$ cat src/rtl/edge_irq_pkg.sv
package edge_irq_pkg;

    typedef enum logic [1:0] {
        ACK_IDLE    = 2'd0,
        ACK_PRESENT = 2'd1,
        ACK_RELEASE = 2'd2
    } ack_state_e;

    localparam logic [7:0] OFS_LATCH   = 8'h80;
    localparam logic [7:0] OFS_STATUS  = 8'h81;
    localparam logic [7:0] OFS_PENDING = 8'h82;
    localparam logic [7:0] OFS_MASK    = 8'h83;
    localparam logic [7:0] OFS_CLEAR   = 8'h84;
    localparam logic [7:0] OFS_VECTOR  = 8'h85;
    localparam logic [7:0] OFS_EDGESEL = 8'h86;

    localparam int STATUS_EN_BIT   = 0;
    localparam int STATUS_PEND_BIT = 2;

endpackage

$ cat src/rtl/edge_irq_sync_detect.sv
module edge_irq_sync_detect #(
    parameter int NUM_LINES   = 8,
    parameter int SYNC_STAGES = 2
) (
    input  logic                 clk,
    input  logic                 rst_n,
    input  logic [NUM_LINES-1:0] lines_in,
    input  logic [NUM_LINES-1:0] rise_sel,
    output logic [NUM_LINES-1:0] edge_pulse
);

    localparam int LAST = SYNC_STAGES - 1;

    for (genvar g = 0; g < NUM_LINES; g++) begin : g_line
        logic [SYNC_STAGES-1:0] chain;
        logic                   prev;
        logic                   cur;

        always_ff @(posedge clk or negedge rst_n) begin
            if (!rst_n) begin
                chain <= '0;
                prev  <= 1'b0;
            end else begin
                chain <= {chain[SYNC_STAGES-2:0], lines_in[g]};
                prev  <= chain[LAST];
            end
        end

        assign cur = chain[LAST];

        always_comb begin
            if (rise_sel[g]) begin
                edge_pulse[g] = cur & ~prev;
            end else begin
                edge_pulse[g] = ~cur & prev;
            end
        end
    end

endmodule

$ cat src/rtl/edge_irq_latch_bank.sv
module edge_irq_latch_bank #(
    parameter int NUM_LINES = 8
) (
    input  logic                 clk,
    input  logic                 rst_n,
    input  logic [NUM_LINES-1:0] edge_pulse,
    input  logic [NUM_LINES-1:0] clr_vec,
    input  logic [NUM_LINES-1:0] mask,
    output logic [NUM_LINES-1:0] latched,
    output logic [NUM_LINES-1:0] pending,
    output logic                 any_pending
);

    for (genvar g = 0; g < NUM_LINES; g++) begin : g_bit
        logic held;

        always_ff @(posedge clk or negedge rst_n) begin
            if (!rst_n) begin
                held <= 1'b0;
            end else if (edge_pulse[g]) begin
                held <= 1'b1;
            end else if (clr_vec[g]) begin
                held <= 1'b0;
            end
        end

        assign latched[g] = held;
        assign pending[g] = held & mask[g];
    end

    assign any_pending = |pending;

endmodule

$ cat src/rtl/edge_irq_regs.sv
module edge_irq_regs
    import edge_irq_pkg::*;
#(
    parameter int NUM_LINES = 8
) (
    input  logic                 clk,
    input  logic                 rst_n,
    input  logic [7:0]           bus_addr,
    input  logic                 bus_wr,
    input  logic [NUM_LINES-1:0] bus_wdata,
    input  logic                 bus_rd,
    input  logic [NUM_LINES-1:0] latched,
    input  logic [NUM_LINES-1:0] pending,
    input  logic                 any_pending,
    output logic [NUM_LINES-1:0] mask,
    output logic [NUM_LINES-1:0] rise_sel,
    output logic [NUM_LINES-1:0] vector,
    output logic [NUM_LINES-1:0] clr_vec,
    output logic                 global_en,
    output logic [NUM_LINES-1:0] rd_q
);

    logic                 wr_status;
    logic                 wr_mask;
    logic                 wr_vector;
    logic                 wr_edgesel;
    logic [NUM_LINES-1:0] status_word;
    logic [NUM_LINES-1:0] rd_mux;

    assign wr_status  = bus_wr && (bus_addr == OFS_STATUS);
    assign wr_mask    = bus_wr && (bus_addr == OFS_MASK);
    assign wr_vector  = bus_wr && (bus_addr == OFS_VECTOR);
    assign wr_edgesel = bus_wr && (bus_addr == OFS_EDGESEL);
    assign clr_vec    = (bus_wr && (bus_addr == OFS_CLEAR)) ? bus_wdata : '0;

    always_ff @(posedge clk or negedge rst_n) begin
        if (!rst_n) begin
            mask      <= '0;
            rise_sel  <= '1;
            global_en <= 1'b0;
        end else begin
            if (wr_mask) begin
                mask <= bus_wdata;
            end
            if (wr_edgesel) begin
                rise_sel <= bus_wdata;
            end
            if (wr_status) begin
                global_en <= bus_wdata[STATUS_EN_BIT];
            end
        end
    end

    // The vector has no reset value: software programs it before use.
    always_ff @(posedge clk) begin
        if (wr_vector) begin
            vector <= bus_wdata;
        end
    end

    always_comb begin
        status_word                  = '0;
        status_word[STATUS_EN_BIT]   = global_en;
        status_word[STATUS_PEND_BIT] = any_pending;
    end

    always_comb begin
        unique case (bus_addr)
            OFS_LATCH:   rd_mux = latched;
            OFS_STATUS:  rd_mux = status_word;
            OFS_PENDING: rd_mux = pending;
            OFS_MASK:    rd_mux = mask;
            OFS_VECTOR:  rd_mux = vector;
            OFS_EDGESEL: rd_mux = rise_sel;
            default:     rd_mux = '0;
        endcase
    end

    always_ff @(posedge clk or negedge rst_n) begin
        if (!rst_n) begin
            rd_q <= '0;
        end else begin
            rd_q <= bus_rd ? rd_mux : '0;
        end
    end

endmodule

$ cat src/rtl/edge_irq_ack_fsm.sv
module edge_irq_ack_fsm
    import edge_irq_pkg::*;
#(
    parameter int NUM_LINES = 8
) (
    input  logic                 clk,
    input  logic                 rst_n,
    input  logic                 iack,
    input  logic [NUM_LINES-1:0] vector,
    input  logic [NUM_LINES-1:0] rd_q,
    output logic                 vec_valid,
    output logic [NUM_LINES-1:0] bus_rdata
);

    ack_state_e state;
    ack_state_e state_nxt;

    always_ff @(posedge clk or negedge rst_n) begin
        if (!rst_n) begin
            state <= ACK_IDLE;
        end else begin
            state <= state_nxt;
        end
    end

    always_comb begin
        state_nxt = state;
        unique case (state)
            ACK_IDLE:    if (iack) state_nxt = ACK_PRESENT;            // IDLE_TO_PRESENT
            ACK_PRESENT: state_nxt = iack ? ACK_RELEASE : ACK_IDLE;    // PRESENT_TO_RELEASE / PRESENT_TO_IDLE
            ACK_RELEASE: if (!iack) state_nxt = ACK_IDLE;              // RELEASE_TO_IDLE, else RELEASE_HOLD
            default:     state_nxt = ACK_IDLE;
        endcase
    end

    always_comb begin
        vec_valid = 1'b0;
        bus_rdata = rd_q;
        unique case (state)
            ACK_PRESENT: begin
                vec_valid = 1'b1;
                bus_rdata = vector;
            end
            ACK_IDLE, ACK_RELEASE: begin
                vec_valid = 1'b0;
                bus_rdata = rd_q;
            end
            default: begin
                vec_valid = 1'b0;
                bus_rdata = rd_q;
            end
        endcase
    end

endmodule

$ cat src/rtl/edge_irq_unit.sv
module edge_irq_unit
    import edge_irq_pkg::*;
#(
    parameter int NUM_LINES   = 8,
    parameter int SYNC_STAGES = 2
) (
    input  logic                 clk,
    input  logic                 rst_n,
    input  logic [NUM_LINES-1:0] irq_lines,
    input  logic [7:0]           bus_addr,
    input  logic                 bus_wr,
    input  logic [NUM_LINES-1:0] bus_wdata,
    input  logic                 bus_rd,
    output logic [NUM_LINES-1:0] bus_rdata,
    input  logic                 iack,
    output logic                 vec_valid,
    output logic                 irq
);

    logic [NUM_LINES-1:0] edge_pulse;
    logic [NUM_LINES-1:0] rise_sel;
    logic [NUM_LINES-1:0] clr_vec;
    logic [NUM_LINES-1:0] mask;
    logic [NUM_LINES-1:0] latched;
    logic [NUM_LINES-1:0] pending;
    logic [NUM_LINES-1:0] vector;
    logic [NUM_LINES-1:0] rd_q;
    logic                 any_pending;
    logic                 global_en;

    edge_irq_sync_detect #(
        .NUM_LINES  (NUM_LINES),
        .SYNC_STAGES(SYNC_STAGES)
    ) u_detect (
        .clk       (clk),
        .rst_n     (rst_n),
        .lines_in  (irq_lines),
        .rise_sel  (rise_sel),
        .edge_pulse(edge_pulse)
    );

    edge_irq_latch_bank #(
        .NUM_LINES(NUM_LINES)
    ) u_latch (
        .clk        (clk),
        .rst_n      (rst_n),
        .edge_pulse (edge_pulse),
        .clr_vec    (clr_vec),
        .mask       (mask),
        .latched    (latched),
        .pending    (pending),
        .any_pending(any_pending)
    );

    edge_irq_regs #(
        .NUM_LINES(NUM_LINES)
    ) u_regs (
        .clk        (clk),
        .rst_n      (rst_n),
        .bus_addr   (bus_addr),
        .bus_wr     (bus_wr),
        .bus_wdata  (bus_wdata),
        .bus_rd     (bus_rd),
        .latched    (latched),
        .pending    (pending),
        .any_pending(any_pending),
        .mask       (mask),
        .rise_sel   (rise_sel),
        .vector     (vector),
        .clr_vec    (clr_vec),
        .global_en  (global_en),
        .rd_q       (rd_q)
    );

    edge_irq_ack_fsm #(
        .NUM_LINES(NUM_LINES)
    ) u_ack (
        .clk      (clk),
        .rst_n    (rst_n),
        .iack     (iack),
        .vector   (vector),
        .rd_q     (rd_q),
        .vec_valid(vec_valid),
        .bus_rdata(bus_rdata)
    );

    assign irq = any_pending & global_en;

endmodule

$ cat config.mk
export PLATFORM = sky130hd
export DESIGN_NAME = edge_irq_unit
export DESIGN_NICKNAME = d
export VERILOG_FILES = /design/src/rtl/edge_irq_pkg.sv /design/src/rtl/edge_irq_sync_detect.sv /design/src/rtl/edge_irq_latch_bank.sv /design/src/rtl/edge_irq_regs.sv /design/src/rtl/edge_irq_ack_fsm.sv /design/src/rtl/edge_irq_unit.sv
export SDC_FILE = /design/constraint.sdc
export NUM_CORES = 1
export LEC_CHECK = 0
export BUFFER_PORTS_ARGS = -buffer_cell sky130_fd_sc_hd__buf_2
export CORE_ASPECT_RATIO = 2
export CORE_MARGIN = 2
export CORE_UTILIZATION = 41
export CTS_BUF_LIST = sky130_fd_sc_hd__clkbuf_16
export DETAILED_ROUTE_END_ITERATION = 8
export SYNTH_ARGS = -nofsm -noshare
export SYNTH_HDL_FRONTEND = slang
export SYNTH_HIERARCHICAL = 1
export SYNTH_SLANG_ARGS = --single-unit
$ cat constraint.sdc
create_clock -name clk -period 3.3 [get_ports clk]
set_input_delay 0.165 -clock clk [delete_from_list [all_inputs] [get_ports clk]]
set_output_delay 0.165 -clock clk [all_outputs]
set_load 0.03 [all_outputs]
**Yosys cells after proc, flatten, opt, wreduce, memory -nomap -nowiden**

Index checks and enable logic that the tools add are counted.

- Bits in registers: 67
- Input bits: 29
- Output and inout bits: 10
- Logic and storage cells: 131

- Eq/ne operators: 11
- Multiplexer cells: 33
- Bitwise gates (word level): 41
- Reduce and logical (&&, ||, !) cells: 16

Operators by type and width:

| operator | count |
|---|---|
| == test 8 bit, second input constant | 7 |
| case mux 8 bit (6 select lines) | 1 |
| AND 1 bit | 25 |
| two-way mux 1 bit | 25 |
| two-way mux 8 bit | 3 |
| inverter 1 bit | 16 |
| nonzero test 2 bit | 8 |
| OR reduction 8 bit | 1 |
| two-way mux 2 bit | 3 |
| case mux 2 bit (3 select lines) | 1 |
| logical AND 1 bit | 5 |
| != test 2 bit, second input constant | 2 |
| == test 2 x 1 -> 1 bit, second input constant | 1 |
| == test 2 bit, second input constant | 1 |
| logical NOT 2 bit | 1 |
| AND reduction 2 bit | 1 |

**Logic depth before layout (Yosys ltp)**

Gate-level depths: netlist (run 1).

- Word-level depth: 5
- Mapped depth: 6
- Depth with buffers taken out: 6

**Modules after synthesis**

Netlist (run 1), hierarchy kept.

Modules (own cells, without submodules):

| module | times used | cells an instance | area each (sq um) | sequential area each (sq um) |
|---|---|---|---|---|
| edge_irq_regs | 1 | 121 | 1,644.1 | 875.8 |
| edge_irq_sync_detect | 1 | 48 | 777.0 | 600.6 |
| edge_irq_latch_bank | 1 | 43 | 425.4 | 200.2 |
| edge_irq_ack_fsm | 1 | 15 | 216.5 | 50.0 |
| edge_irq_unit | 1 | 1 | 6.3 | 0.0 |

**Worst setup path after synthesis (run 1)**

No wires, ideal clock.

- Path kind: reg-to-reg
- Start: register u_latch.g_bit[3].held
- End: register u_regs.rd_q[2]
- Library setup time: 0.143 ns
- Arrival time: 2.064 ns
- Data required time: 3.157 ns
- Slack: 1.092 ns
- Cell stages (with the launch flop): 7
- Path buffers: 0
- Clock period less this slack: 2.208 ns
- Cell sequence: dfrtp_1 > and2_4 > or4_1 > or4_1 > mux4_2 > nor2_1 > a211oi_1

- Word-level cells in the longest chain between the ends: 4

Ends and longest elaborated chain:

| what | line | source |
|---|---|---|
| from (decl) | edge_irq_latch_bank.sv:15 | `logic held;` |
| from (signal assigned) | edge_irq_latch_bank.sv:19 | `held <= 1'b0;` |
| from (signal assigned) | edge_irq_latch_bank.sv:21 | `held <= 1'b1;` |
| from (signal assigned) | edge_irq_latch_bank.sv:23 | `held <= 1'b0;` |
| AND 1 bit | edge_irq_latch_bank.sv:28 | `assign pending[g] = held & mask[g];` |
| via pending[3] | edge_irq_unit.sv:25 | `logic [NUM_LINES-1:0] pending;` |
| OR reduction 8 bit | edge_irq_latch_bank.sv:31 | `assign any_pending = \|pending;` |
| via any_pending | edge_irq_unit.sv:28 | `logic any_pending;` |
| case mux 8 bit (6 select lines) | edge_irq_regs.sv:68 | `unique case (bus_addr)` |
| two-way mux 8 bit | edge_irq_regs.sv:83 | `rd_q <= bus_rd ? rd_mux : '0;` |
| to (signal assigned) | edge_irq_regs.sv:83 |  |
| to (decl) | edge_irq_regs.sv:20 | `output logic [NUM_LINES-1:0] rd_q` |

The timed path passes the listed nets, and every way through them passes these cells.
A chain may end at the register's enable or synchronous reset.

**Final worst setup path (run 1)**

- Start: register u_latch.g_bit[0].held
- End: output port irq

- Word-level cells in the longest chain between the ends: 3

Ends and longest elaborated chain:

| what | line | source |
|---|---|---|
| from (decl) | edge_irq_latch_bank.sv:15 |  |
| from (signal assigned) | edge_irq_latch_bank.sv:19 |  |
| from (signal assigned) | edge_irq_latch_bank.sv:21 |  |
| from (signal assigned) | edge_irq_latch_bank.sv:23 |  |
| AND 1 bit | edge_irq_latch_bank.sv:28 |  |
| via pending[0] | edge_irq_unit.sv:25 |  |
| OR reduction 8 bit | edge_irq_latch_bank.sv:31 |  |
| via any_pending | edge_irq_unit.sv:28 |  |
| AND 1 bit | edge_irq_unit.sv:87 | `assign irq = any_pending & global_en;` |
| to (decl) | edge_irq_unit.sv:17 | `output logic irq` |

The timed path passes the listed nets, and every way through them passes these cells.

==> results of run 1 <==
==> layout by cell type, fill, tap and decap left out, types with 6 or more instances in the layout <==
cell type / instances
inv_1: 8
nand2_1: 13
edfxtp_1: 8
and2_1: 17
o22ai_2: 7
dfstp_2: 8
clkbuf_16: 9
a22oi_1: 7
mux2_2: 15
mux2_4: 16
a21o_1: 7
nand2b_1: 11
buf_2: 38
a22o_1: 6
dlygate4sd3_1: 9
dfrtp_1: 51
==> per-layer routing <==
layer,part of all wire,global-route usage,vias up
met5,0,0,-
met4,0.026,0.0882,0
met3,0.037,0.0426,9
met2,0.53,0.278,39
met1,0.40,0.188,926
li1,-,-,899
==> where the power goes <==
group / total [W] / switching (W) / internal [W]
logic: 0.000172 / 0.0000870 / 0.0000847
registers: 0.000890 / 0.0000209 / 0.000869
clock network: 0.000822 / 0.000326 / 0.000496
==> flip-flops by register name (all words and copies together), names as in the netlist <==
signal,count
u_detect/g_line.chain,16
u_detect/g_line.prev,8
u_latch/g_bit.held,8
u_regs/mask,8
u_regs/rd_q,8
u_regs/rise_sel,8
u_regs/vector,8
u_ack/state,2
u_regs/global_en,1
==> cell usage after synthesis, types with 2 or more instances <==
master	count	area, sq um
dfrtp_1	51	1280
a21oi_1	5	25.0
a211oi_1	2	15.0
nand3_1	3	15.0
nor2_1	5	18.8
or4_1	2	15.0
edfxtp_1	8	240
a22o_1	6	52.6
buf_2	2	10.0
mux2_2	15	169
nand2b_1	11	68.8
buf_4	8	60.1
clkbuf_1	2	7.51
nand2_1	13	48.8
nor2b_1	4	25.0
mux2_4	16	240
and2_1	17	106
a21o_1	7	52.6
dfstp_2	8	210
inv_1	8	30.0
a22oi_1	7	52.6
o22ai_2	7	87.6
mux4_2	2	45.0
==> path summary, 6_finish.rpt <==
check | depth (start not counted) | startpoint | endpoint
max | 5 | u_latch/g_bit[0].held$_DFFE_PN0P_ | irq
min | 2 | iack | u_ack/state[1]$_DFFE_PN0P_
max reg2reg | 6 | u_latch/g_bit[0].held$_DFFE_PN0P_ | u_regs/rd_q[2]$_DFF_PN0_
min reg2reg | 0 | u_detect/g_line[4].chain[0]$_DFF_PN0_ | u_detect/g_line[4].chain[1]$_DFF_PN0_
max in group asynchronous | 3 | rst_n | u_regs/rise_sel[1]$_DFFE_PN1P_
min in group asynchronous | 2 | rst_n | u_detect/g_line[4].chain[0]$_DFF_PN0_
==> logic make-up after synthesis <==
kind of cell | count (synthesis)
simple gates | 68
flops | 67
compound gates | 38
mux | 33
buf+inv | 22
==> what timing repair did <==
item,CTS,global route
hold buffers,9,0
gates resized for setup,0,0
hold endpoints to repair,36,0
==> per-stage QoR <==
step | cells | cell area, sq um
global placement | 345 | 3270
floorplan | 228 | 3070
CTS | 370 | 3620
finish | 370 | 3620
detailed placement | 345 | 3270
global route | 370 | 3620
==> worst max-delay path, cell delays in order, from the launching register on <==
cell and delay [ns]:
dfrtp_1 0.39, and2_1 0.18, or4_1 0.49, or4_1 0.48, and2_1 0.18, buf_2 0.17
==> final cells by class <==
class | instances | area (sq um) | area share
clock buffer | 9 | 225 | 0.0622
inverter | 8 | 30.0 | 0.00829
clock inverter | 7 | 35.0 | 0.00967
multi-input combinational | 139 | 1200 | 0.332
sequential | 67 | 1730 | 0.477
tap | 92 | 115 | 0.0318
timing repair buffer | 48 | 288 | 0.0794
==> impl_metrics.toml, run 1 <==
[outcome]
status = "completed"

[global_route]
first_global_vias = 2025
grt_max_degree = 33
antenna_found_initial = 0
grt_first_pass_wirelength_mm = 9.99
grt_overflow_total = 0
track_usage = 0.165

[worst_setup_path]
setup.worst_path.class = "flip-flop to primary output"
cp-start-kind = "flip-flop"
critPathRequiredTime_ns = 3.13
cp.arrival_ns = 2.21
crit_fanout = 3
endpoint_kind = "primary output"
r2r_setup_slack_ns = 1.04

[floorplanning]
die_width_microns = 65.2
ios = 39
dieArea_sq_um = 8240
start_util = 0.422
fp-row-count = 44
coreArea_sq_um = 7270
die_h_microns = 126

[routing]
wl_mm = 5.88
drt-pass1-iter-count = 5
drt-vias-per-instance = 5.06
drcViolationCount = 0
vias = 1873
postRouteAntennaNets = 0
drt_iter0_drc = 95
wl_per_cell_microns = 15.9

[finish]
num_antenna_cells = 0
fill_cells = 695
fin_nets = 302
synthToLayoutAreaGrowth_pct = 18.1
final_util = 0.499
drive_gt1_frac = 0.399

[timing]
rsz0062_at_grt = "false"
totalNegativeSetupSlack_ns = 0
fin_crit_sh = 0.720
hold_viol = 0
max_slew_margin = 0.507
setup_slack_ns = 0.923
worst_hold_slack_ns = 0.0555
final-setup-viol-count = 0
maxSlewViolCount = 0
fmax_mhz = 421
worst_pin_slew_ns = 0.739
worst_clock_skew_ns = 0.00402
finalCriticalPeriod_ns = 2.38

[logic_synthesis]
synth_adder_area_share = 0
syn_nets = 257
synth_async_sr_flop_share = 0.881
synth-seq-cells = 67
yosys_warnings = 6
synth_edf_count = 8
syn_avg_cell_area_sq_um = 13.5
synthMuxAreaShare = 0.148
synth-compound-area-share = 0.103
synth_ff_type = "dfrtp_1"
seq_area_frac_synth = 0.563
yosys.area_share.simple = 0.141
synth_top_family_by_area = "multiplexers"
synth_xor_area_frac = 0
syn_area_sq_um = 3070
synthDistinctLibCells = 42
synthCells = 228

[place]
dpl_worst_slack_ns = 1.04
hpwl_mm = 4.20
gp_congestion = 0.811
port_buffers = 38

[clock_network]
clkTransAtPathRegs_ns = 0.05
clk_latency_ns = 0.33
clockBufferDepth = 2
cts_tree = "built"
cts_buffers = 9
root_buffer = "clkbuf_16"
cts.sinks = 67
cts-htree-levels = 3
cts_setup_buffers = 0

[power]
p_per_area_nw_per_um2 = 520
peakVddDrop_uv = 252
power_w = 0.00188
leakagePower_nw = 1.54

[flow_run]
maxCapViolations = 0

[hold_path]
hp-class = "input pin to flip-flop"
Note: power is estimated with default switching activity, not from simulation.
==> run 2, diff against run 1 <==
Clock period 3.3 ns to 2.2 ns, I/O delays scaled along.
==> run 2 against run 1 <==
The flow now finishes with violations (setup timing). Clock-buffer cell count did not move. Global-route usage rose by 0.78 points. Critical endpoint is now u_regs/rd_q[2]$_DFF_PN0_. First-iteration DRC count rose by 8.4%. Highest routed layer unchanged. Power rose by 51%. Flip-flop and latch count did not move. Worst setup slack got worse by 0.95 ns. Clock power rose by 50%.
==> impl_metrics.toml, run 2 (synthesized netlist as in run 1, its figures left out) <==
[timing]
hold_viol = 0
fmax_mhz = 450
fin_crit_sh = 1.01
worst_pin_slew_ns = 0.691
finalCriticalPeriod_ns = 2.22
worst_clock_skew_ns = 0.00424
maxSlewViolCount = 0
worst_hold_slack_ns = 0.00960
final-setup-viol-count = 2
setup_slack_ns = -0.0247
max_slew_margin = 0.540
rsz0062_at_grt = "true"

[outcome]
violations = "setup timing"
status = "complete, but fails checks"

[worst_setup_path]
crit_fanout = 2
r2r-end = "u_regs/rd_q[2]$_DFF_PN0_"
reg2reg_depth = 6
cp-start-kind = "flip-flop"
endpoint_kind = "flip-flop"
critPathRequiredTime_ns = 2.41
cp.arrival_ns = 2.43
r2r_setup_slack_ns = -0.02
setup.worst_path.class = "flip-flop to flip-flop"
r2r_start = "u_regs/mask[3]$_DFFE_PN0P_"

[floorplanning]
fp-row-count = 44
ios = 39
die_h_microns = 126
dieArea_sq_um = 8240
coreArea_sq_um = 7270
start_util = 0.422
die_width_microns = 65.2

[finish]
largest_reg_flops = 16
final_cell_mix = "dfrtp_1, buf_2, mux2_4, and2_1, mux2_2"
regMostFlops = "u_detect/g_line.chain"
synthToLayoutAreaGrowth_pct = 22.6
num_antenna_cells = 0
fin_area_sq_um = 3760
mostFrequentLayoutCell = "dfrtp_1"
drive_gt1_frac = 0.425
fin_nets = 318
final_util = 0.518

[flow_run]
maxCapViolations = 0

[routing]
drt_iter0_drc = 103
drt-vias-per-instance = 5.02
wl_per_cell_microns = 16.5
drt-pass1-iter-count = 4
postRouteAntennaNets = 0
wl_mm = 6.36
drcViolationCount = 0
vias = 1936

[power]
peakVddDrop_uv = 504
p_per_area_nw_per_um2 = 756
leakagePower_nw = 1.63

[clock_network]
clkTransAtPathRegs_ns = 0.05
cts_buffers = 9
clk_latency_ns = 0.33
cts.sinks = 67
root_buffer = "clkbuf_16"
clockBufferDepth = 2
cts-htree-levels = 3
cts_tree = "built"

[place]
port_buffers = 38
hpwl_mm = 4.48
place_area_sq_um = 3350
gp_congestion = 0.797

[hold_path]
hp-class = "input pin to flip-flop"
holdCritStartpoint = "bus_wdata[4]"
whs_endpoint = "u_regs/vector[4]$_DFFE_PP_"
holdPathStages = 1

[global_route]
grt_overflow_total = 0
antenna_found_initial = 0
grt_max_degree = 32
track_usage = 0.173
first_global_vias = 2055
grt_first_pass_wirelength_mm = 10.4
==> run 2: cell types whose count changed in the layout (fill, tap and decap cells not counted), sizes merged <==
cell         delta
buf            +13
clkinvlp        -1
inv             +3
dlygate4sd3     +3
clkinv          -2
==> run 2: area by class of cell <==
cell class              count  area (sq um)
well taps                  92           115
multi-input cells         139          1220
inverters                   8          30.0
clock inverters             7          28.8
clock buffers               9           225
repair buffers             64           422
flip-flops and latches     67          1730
fillers                   664          3500
==> run 2: stage by stage <==
stage                     cells  total power [W]  setup TNS, ns  worst slack (ns)
after floorplan             228          0.00151              0            0.0465
after global placement      355          0.00161              0            0.0137
after detailed placement    355          0.00161       -0.00949          -0.00949
after CTS                   383          0.00286        -0.0675           -0.0626
after global routing        386          0.00296         -0.144           -0.0839
final                       386          0.00284        -0.0370           -0.0247
==> run 2: worst max path at each step <==
stage | depth (start not counted) | slack, ns | from | to
6_report | 6 | -0.02 | u_regs/mask[3]$_DFFE_PN0P_ | u_regs/rd_q[2]$_DFF_PN0_
5_1_grt | 6 | -0.08 | u_regs/mask[3]$_DFFE_PN0P_ | u_regs/rd_q[2]$_DFF_PN0_
2_1_floorplan | 6 | 0.05 | u_latch/g_bit[3].held$_DFFE_PN0P_ | u_regs/rd_q[2]$_DFF_PN0_
3_5_place_dp | 6 | -0.009 | u_latch/g_bit[3].held$_DFFE_PN0P_ | u_regs/rd_q[2]$_DFF_PN0_
3_3_place_gp | 6 | 0.01 | u_latch/g_bit[3].held$_DFFE_PN0P_ | u_regs/rd_q[2]$_DFF_PN0_
4_1_cts | 5 | -0.06 | u_regs/mask[3]$_DFFE_PN0P_ | irq
==> run 2: timing repair <==
action | CTS | global route
hold endpoints to repair | 36 | 0
cloned | 0 | 0
resized for setup | 1 | 5
hold buffers | 12 | 0
buffers inserted | 0 | 3
pin swaps | 2 | 0
setup endpoints to repair | 2 | 2
==> run 2: power by group <==
| group | leakage [nW] | total, W | internal (W) | switching (W) |
|---|---|---|---|---|
| clock network | 0.138 | 0.00123 | 0.000736 | 0.000492 |
| logic | 0.723 | 0.000283 | 0.000145 | 0.000138 |
| registers | 0.766 | 0.00133 | 0.00130 | 0.0000301 |
==> run 2: metal layers <==
metal	routed length, microns	part of all wire	up-vias	global-route usage
met4	138	0.022	0	0.0784
li1	-	-	929	-
met1	2550	0.40	960	0.190
met5	0	0	-	0
met2	3450	0.54	38	0.309
met3	219	0.034	9	0.0399
==> run 2: critical path, stage by stage, from the launching register on <==
cell      delay (ns)
dfrtp_1         0.37
and2_4          0.16
or4_4           0.51
or4_4           0.43
mux4_2          0.47
nor2_2          0.12
a211oi_1        0.04
